===== config.mk =====
export PLATFORM = sky130hd
export DESIGN_NAME = phy_irq_top
export DESIGN_NICKNAME = d
export VERILOG_FILES = /design/src/rtl/phy_irq_pkg.sv /design/src/rtl/phy_irq_regs.sv /design/src/rtl/phy_irq_pending.sv /design/src/rtl/phy_irq_top.sv
export SDC_FILE = /design/constraint.sdc
export NUM_CORES = 1
export LEC_CHECK = 0
export BUFFER_PORTS_ARGS = -buffer_cell sky130_fd_sc_hd__buf_2
export CAP_MARGIN = 20
export CORE_MARGIN = 2
export CORE_UTILIZATION = 43
export DETAILED_ROUTE_END_ITERATION = 6
export HOLD_SLACK_MARGIN = 0.1
export PLACE_DENSITY = 0.78
export SYNTH_ARGS = -nofsm -noshare
export SYNTH_HDL_FRONTEND = slang
export SYNTH_HIERARCHICAL = 1
export SYNTH_SLANG_ARGS = --single-unit

===== constraint.sdc =====
create_clock -name clk -period 1.75 [get_ports clk]
set_input_delay 0.0875 -clock clk [delete_from_list [all_inputs] [get_ports clk]]
set_output_delay 0.0875 -clock clk [all_outputs]
set_load 0.02 [all_outputs]

===== src/rtl/phy_irq_pkg.sv =====
package phy_irq_pkg;
  localparam int REG_W    = 16;
  localparam int NUM_EVT  = 6;
  localparam int MASK_LSB = 9;
  localparam int PEND_BIT = 15;
  localparam int EN_BIT   = 1;
  localparam int TEST_BIT = 0;
endpackage


===== src/rtl/phy_irq_regs.sv =====
module phy_irq_regs
  import phy_irq_pkg::*;
#(
  parameter int ADDR_W = 8,
  parameter logic [ADDR_W-1:0] CTRL_ADDR = 'hC4,
  parameter logic [ADDR_W-1:0] STAT_ADDR = 'hC8
) (
  input  logic              clk,
  input  logic              rst,
  input  logic [ADDR_W-1:0] addr,
  input  logic              wr_en,
  input  logic              rd_en,
  input  logic [REG_W-1:0]  wr_data,
  input  logic              pend,
  output logic [REG_W-1:0]  rd_data,
  output logic              irq_en,
  output logic              test_en,
  output logic [NUM_EVT-1:0] mask,
  output logic              stat_rd
);
  logic ctrl_sel, stat_sel;
  logic [REG_W-1:0] rd_mux;

  assign ctrl_sel = (addr == CTRL_ADDR);
  assign stat_sel = (addr == STAT_ADDR);
  assign stat_rd  = rd_en && stat_sel;

  always_ff @(posedge clk) begin
    if (rst) begin
      irq_en  <= 1'b0;
      test_en <= 1'b0;
      mask    <= '0;
    end else if (wr_en) begin
      if (ctrl_sel) begin
        irq_en  <= wr_data[EN_BIT];
        test_en <= wr_data[TEST_BIT];
      end
      if (stat_sel) mask <= wr_data[MASK_LSB +: NUM_EVT];
    end
  end

  always_comb begin
    rd_mux = '0;
    if (ctrl_sel) begin
      rd_mux[EN_BIT]   = irq_en;
      rd_mux[TEST_BIT] = test_en;
    end else if (stat_sel) begin
      rd_mux[PEND_BIT]                = pend;
      rd_mux[MASK_LSB +: NUM_EVT]     = mask;
    end
  end

  always_ff @(posedge clk) begin
    if (rst)        rd_data <= '0;
    else if (rd_en) rd_data <= rd_mux;
  end
endmodule


===== src/rtl/phy_irq_pending.sv =====
module phy_irq_pending
  import phy_irq_pkg::*;
(
  input  logic               clk,
  input  logic               rst,
  input  logic [NUM_EVT-1:0] evt,
  input  logic [NUM_EVT-1:0] mask,
  input  logic               irq_en,
  input  logic               test_en,
  input  logic               any_rd,
  input  logic               stat_rd,
  output logic               pend
);
  logic [NUM_EVT-1:0] pass;
  logic set_req;

  for (genvar i = 0; i < NUM_EVT; i++) begin : g_gate
    assign pass[i] = evt[i] && !mask[i] && irq_en;
  end

  assign set_req = (|pass) || (test_en && any_rd);

  always_ff @(posedge clk) begin
    if (rst)          pend <= 1'b0;
    else if (set_req) pend <= 1'b1;
    else if (stat_rd) pend <= 1'b0;
  end
endmodule


===== src/rtl/phy_irq_top.sv =====
module phy_irq_top
  import phy_irq_pkg::*;
#(
  parameter int ADDR_W = 8,
  parameter logic [ADDR_W-1:0] CTRL_ADDR = 'hC4,
  parameter logic [ADDR_W-1:0] STAT_ADDR = 'hC8
) (
  input  logic              clk,
  input  logic              rst,
  input  logic [ADDR_W-1:0] addr,
  input  logic              wr_en,
  input  logic              rd_en,
  input  logic [15:0]       wr_data,
  output logic [15:0]       rd_data,
  input  logic [5:0]        evt,
  output logic              irq
);
  logic irq_en, test_en, stat_rd, pend;
  logic [NUM_EVT-1:0] mask_q;

  phy_irq_regs #(.ADDR_W(ADDR_W), .CTRL_ADDR(CTRL_ADDR), .STAT_ADDR(STAT_ADDR)) u_regs (
    .clk(clk), .rst(rst), .addr(addr), .wr_en(wr_en), .rd_en(rd_en),
    .wr_data(wr_data), .pend(pend), .rd_data(rd_data), .irq_en(irq_en),
    .test_en(test_en), .mask(mask_q), .stat_rd(stat_rd)
  );

  phy_irq_pending u_pend (
    .clk(clk), .rst(rst), .evt(evt), .mask(mask_q), .irq_en(irq_en),
    .test_en(test_en), .any_rd(rd_en), .stat_rd(stat_rd), .pend(pend)
  );

  assign irq = pend;
endmodule


==> summary.md <==
The flow ran to the end, and the final reports show no timing, DRC or antenna violations. Once detail routing completed, the nets flagged for antenna violations numbered 0. The count of placed standard cells including taps is 159. Cell taking the most area after synthesis: sky130_fd_sc_hd__dfxtp_1. After clock tree synthesis, the clock-pin slew on the worst setup and hold paths is 0.10 ns. No sink is reached through more buffers than the 2 on the longest clock path. After detailed routing, the met2 layer carries 977 um of wire. The number of register bits inferred by synthesis came out at 18.

The analysis attributes to net switching a power of 175 uW. For the number of vias in the routed layout, the log shows 864. Internal power comes to 584 uW. The count of cell types in the netlist was 21. The tree is rooted in a sky130_fd_sc_hd__clkbuf_4. Across the VDD grid, the largest voltage drop is 0.357 mV. By count the netlist is led by sky130_fd_sc_hd__nand2b_1 (21), sky130_fd_sc_hd__dfxtp_1 (18), sky130_fd_sc_hd__a21oi_1 (12).

The initial antenna violation count is 0. Entering global routing, the biggest net connects 25 pins. The floorplan step defined a die boundary enclosing 2570 um^2. The sequential area share after synthesis was 0.384. The static power due to leakage was 0.000490 uW; the average cell area after synthesis was 9.02 um^2.

In this run, synthesis inferred 0 flip-flops with an integrated enable. The number of global-route vias before repair is 816, and the violation count after the first detailed-route iteration is 12. The tools report the final-report max-slew violation count as 0.

Row generation in the floorplan step produced 16 rows. The setup fix buffers added after clock tree synthesis came out at 0. In the final routed layout, each cell accounts on average for 11.5 um.

The period utilization is 0.732, and the share of total power in combinational logic is 0.127. The overall power after layout is 759 uW. The first TritonRoute pass finished after 4 iterations. After synthesis the cells add up to 938 um^2. Counting the buffers created by CTS gives 3.

Compared with the post-synthesis result, the final layout area differs by 29.6%. The tools report the clock share of power as 0.333. The run gives 0 as the residual overflow from global routing.

At the worst endpoint, the arrival time is 1.51 ns. The floorplan step defined a core boundary enclosing 2000 um^2. The Yosys step of the flow raised 6 warnings.

Setup total negative slack on the finished layout was measured at 0 ns. The run gives 188 as the count of filler cells inserted in the layout. For this design the ratio of total power to cell area is 624 nW/um^2. The number of hold-slack violations in the final timing report is 0, and the share of flip-flops with an asynchronous set or reset after synthesis is 0. The worst setup path is launched from a primary input. Setup repair after global routing left no endpoint under its margin. The critical path is of the in2reg type.

Across the run, the number of max-cap violations was 0. The maximum fanout encountered on the critical timing path is 1. The final layout contains 181 nets.

For this run, the top clock speed supported by timing is 780 MHz. Routed signal wires occupy layers up through met4. The clock arrives with 0.00295 ns of skew.

For this run, design rule violations remaining after detail routing come to 0. During I/O placement, the number of pins put on the boundary was 51. The sum of met3 wire segment lengths after detailed routing is 113 um. At the later pin of the worst-skew pair, clock insertion delay measures 0.29 ns.

The first global-routing pass estimated 3260 um of wire. Required time of the worst setup path: 1.98 ns. The quantity of I/O buffers inserted on ports works out to 35.

The min-delay analysis places its worst path in the category in2reg. For this run, the leading register cell type out of synthesis is sky130_fd_sc_hd__dfxtp_1. The diode insertion count for antenna repair was 0. Once detailed placement completed, the half-perimeter wirelength came to 1360 um. The tools report the initial core utilization as 0.469. For the setup-violating endpoint count in the final report, the log shows 0.

The number of H-tree branching levels is 1. The logs give 10 for the number of hold buffers added after cts and 173 for the filler-free cell count of the finished design. For the weighted congestion reported at the end of routability-driven placement, the log shows 0.716.

For this block, wires on met1 add up to 840 um. The switching share of power works out to 0.231. After layout, the minimum clock period comes to 1.28 ns.

Synthesis handed over a netlist of 104 instances. Ranked by total cell area, the synthesized netlist is headed by sky130_fd_sc_hd__dfxtp_1 (38%), sky130_fd_sc_hd__nand2b_1 (14%), sky130_fd_sc_hd__nand4_1 (7.3%), sky130_fd_sc_hd__a21oi_1 (6.4%), sky130_fd_sc_hd__mux2i_1 (6.4%). STA classifies the critical path endpoint as a register. TritonCTS built the clock tree. The global-route total usage across every layer was 0.168. The number of sinks handled by clock tree synthesis was 18; the vertical die dimension was 50.7 um.

Measured along the x axis, the die boundary spans 50.7 um. The run gives 0.540 as the sequential share of power. The most frequent cell after synthesis was sky130_fd_sc_hd__nand2b_1.

The total length of routed wires was 1990 um; the share of Yosys cell area claimed by the top area cell type was 0.384. The share of layout cells above drive strength 1 came out at 0.288. In this run, post-CTS repair resized a total of 0 instances. In the routed layout, each cell is associated on average with a via count of 4.99. The final cell utilization of the core was 0.608.
-- cell usage in the layout, fill, tap and decap left out --
cell | synthesis | layout
sky130_fd_sc_hd__o31ai_1 | 2 | 2
sky130_fd_sc_hd__buf_4 | 8 | 1
sky130_fd_sc_hd__and3_1 | 2 | 2
sky130_fd_sc_hd__nand2b_1 | 21 | 21
sky130_fd_sc_hd__a22oi_1 | 1 | 1
sky130_fd_sc_hd__dlygate4sd3_1 | 0 | 10
sky130_fd_sc_hd__mux2i_1 | 6 | 6
sky130_fd_sc_hd__or4_1 | 1 | 1
sky130_fd_sc_hd__a2111oi_2 | 1 | 1
sky130_fd_sc_hd__dfxtp_1 | 18 | 18
sky130_fd_sc_hd__clkbuf_8 | 0 | 1
sky130_fd_sc_hd__clkbuf_4 | 0 | 3
sky130_fd_sc_hd__a221oi_1 | 1 | 1
sky130_fd_sc_hd__a311oi_1 | 1 | 1
sky130_fd_sc_hd__a21oi_1 | 12 | 12
sky130_fd_sc_hd__nand4b_1 | 1 | 1
sky130_fd_sc_hd__nand4_1 | 11 | 11
sky130_fd_sc_hd__buf_2 | 0 | 35
sky130_fd_sc_hd__nor4_2 | 1 | 1
sky130_fd_sc_hd__inv_1 | 4 | 4
sky130_fd_sc_hd__conb_1 | 1 | 7
sky130_fd_sc_hd__and4b_1 | 2 | 2
sky130_fd_sc_hd__nor2b_1 | 4 | 4
-- critical path: stages --
cell                            delay, ns
sky130_fd_sc_hd__dlygate4sd3_1       0.53
sky130_fd_sc_hd__buf_2               0.10
sky130_fd_sc_hd__nand4_1             0.06
sky130_fd_sc_hd__dlygate4sd3_1       0.58
sky130_fd_sc_hd__a21oi_1             0.14
-- registers in the layout (all words and copies together), names as in the netlist --
register,flops
u_regs/rd_data,9
u_regs/mask,6
u_pend/pend,1
u_regs/irq_en,1
u_regs/test_en,1
-- path summary, 6_finish.rpt --
kind / start / endpoint / slack (ns) / depth (start not counted)
setup reg to reg: u_regs/mask[0] / u_pend/pend / 0.70 / 3
hold / removal: rst / u_regs/rd_data[10] / 0.19 / 2
setup / recovery: wr_data[1] / u_regs/irq_en / 0.47 / 5
hold reg to reg: u_regs/rd_data[11] / u_regs/rd_data[11] / 0.47 / 2
-- per-stage QoR --
stage | setup slack, ns | instance area, um^2 | hold slack [ns]
final | 0.469 | 1220 | 0.190
after global routing | 0.383 | 1220 | 0.199
after CTS | 0.505 | 1220 | 0.175
after detailed placement | 0.333 | 1080 | 0.359
after global placement | 0.366 | 1080 | 0.350
after floorplan | 0.500 | 961 | 0.160
-- power groups by stage --
stage          sequential, uW  clock [uW]  combinational, uW
3_3_place_gp              419           0               80.0
6_report                  410         253               96.3
2_1_floorplan             419           0               59.3
5_1_grt                   410         275                106
4_1_cts                   410         267               95.4
3_5_place_dp              419           0               81.4
-- cells by family after synthesis --
logic type	synth area share
buffers and inverters	0.120
DFF	0.384
muxes	0.0640
and+or+nand+nor	0.305
AOI/OAI and AO/OA	0.123
other	0.00400
-- cell type report --
type | count | area (um^2) | area share
Multi-Input combinational cell | 74 | 488 | 0.401
Sequential cell | 18 | 360 | 0.296
Timing Repair Buffer | 46 | 283 | 0.233
Clock buffer | 4 | 36.3 | 0.0298
Tap cell | 27 | 33.8 | 0.0278
Inverter | 4 | 15.0 | 0.0123
-- metal layers --
metal	up-vias	GRT usage
met2	32	0.305
li1	442	-
met4	0	0.104
met5	-	0
met3	6	0.0268
met1	384	0.179
(Power assumes the default switching activity.)
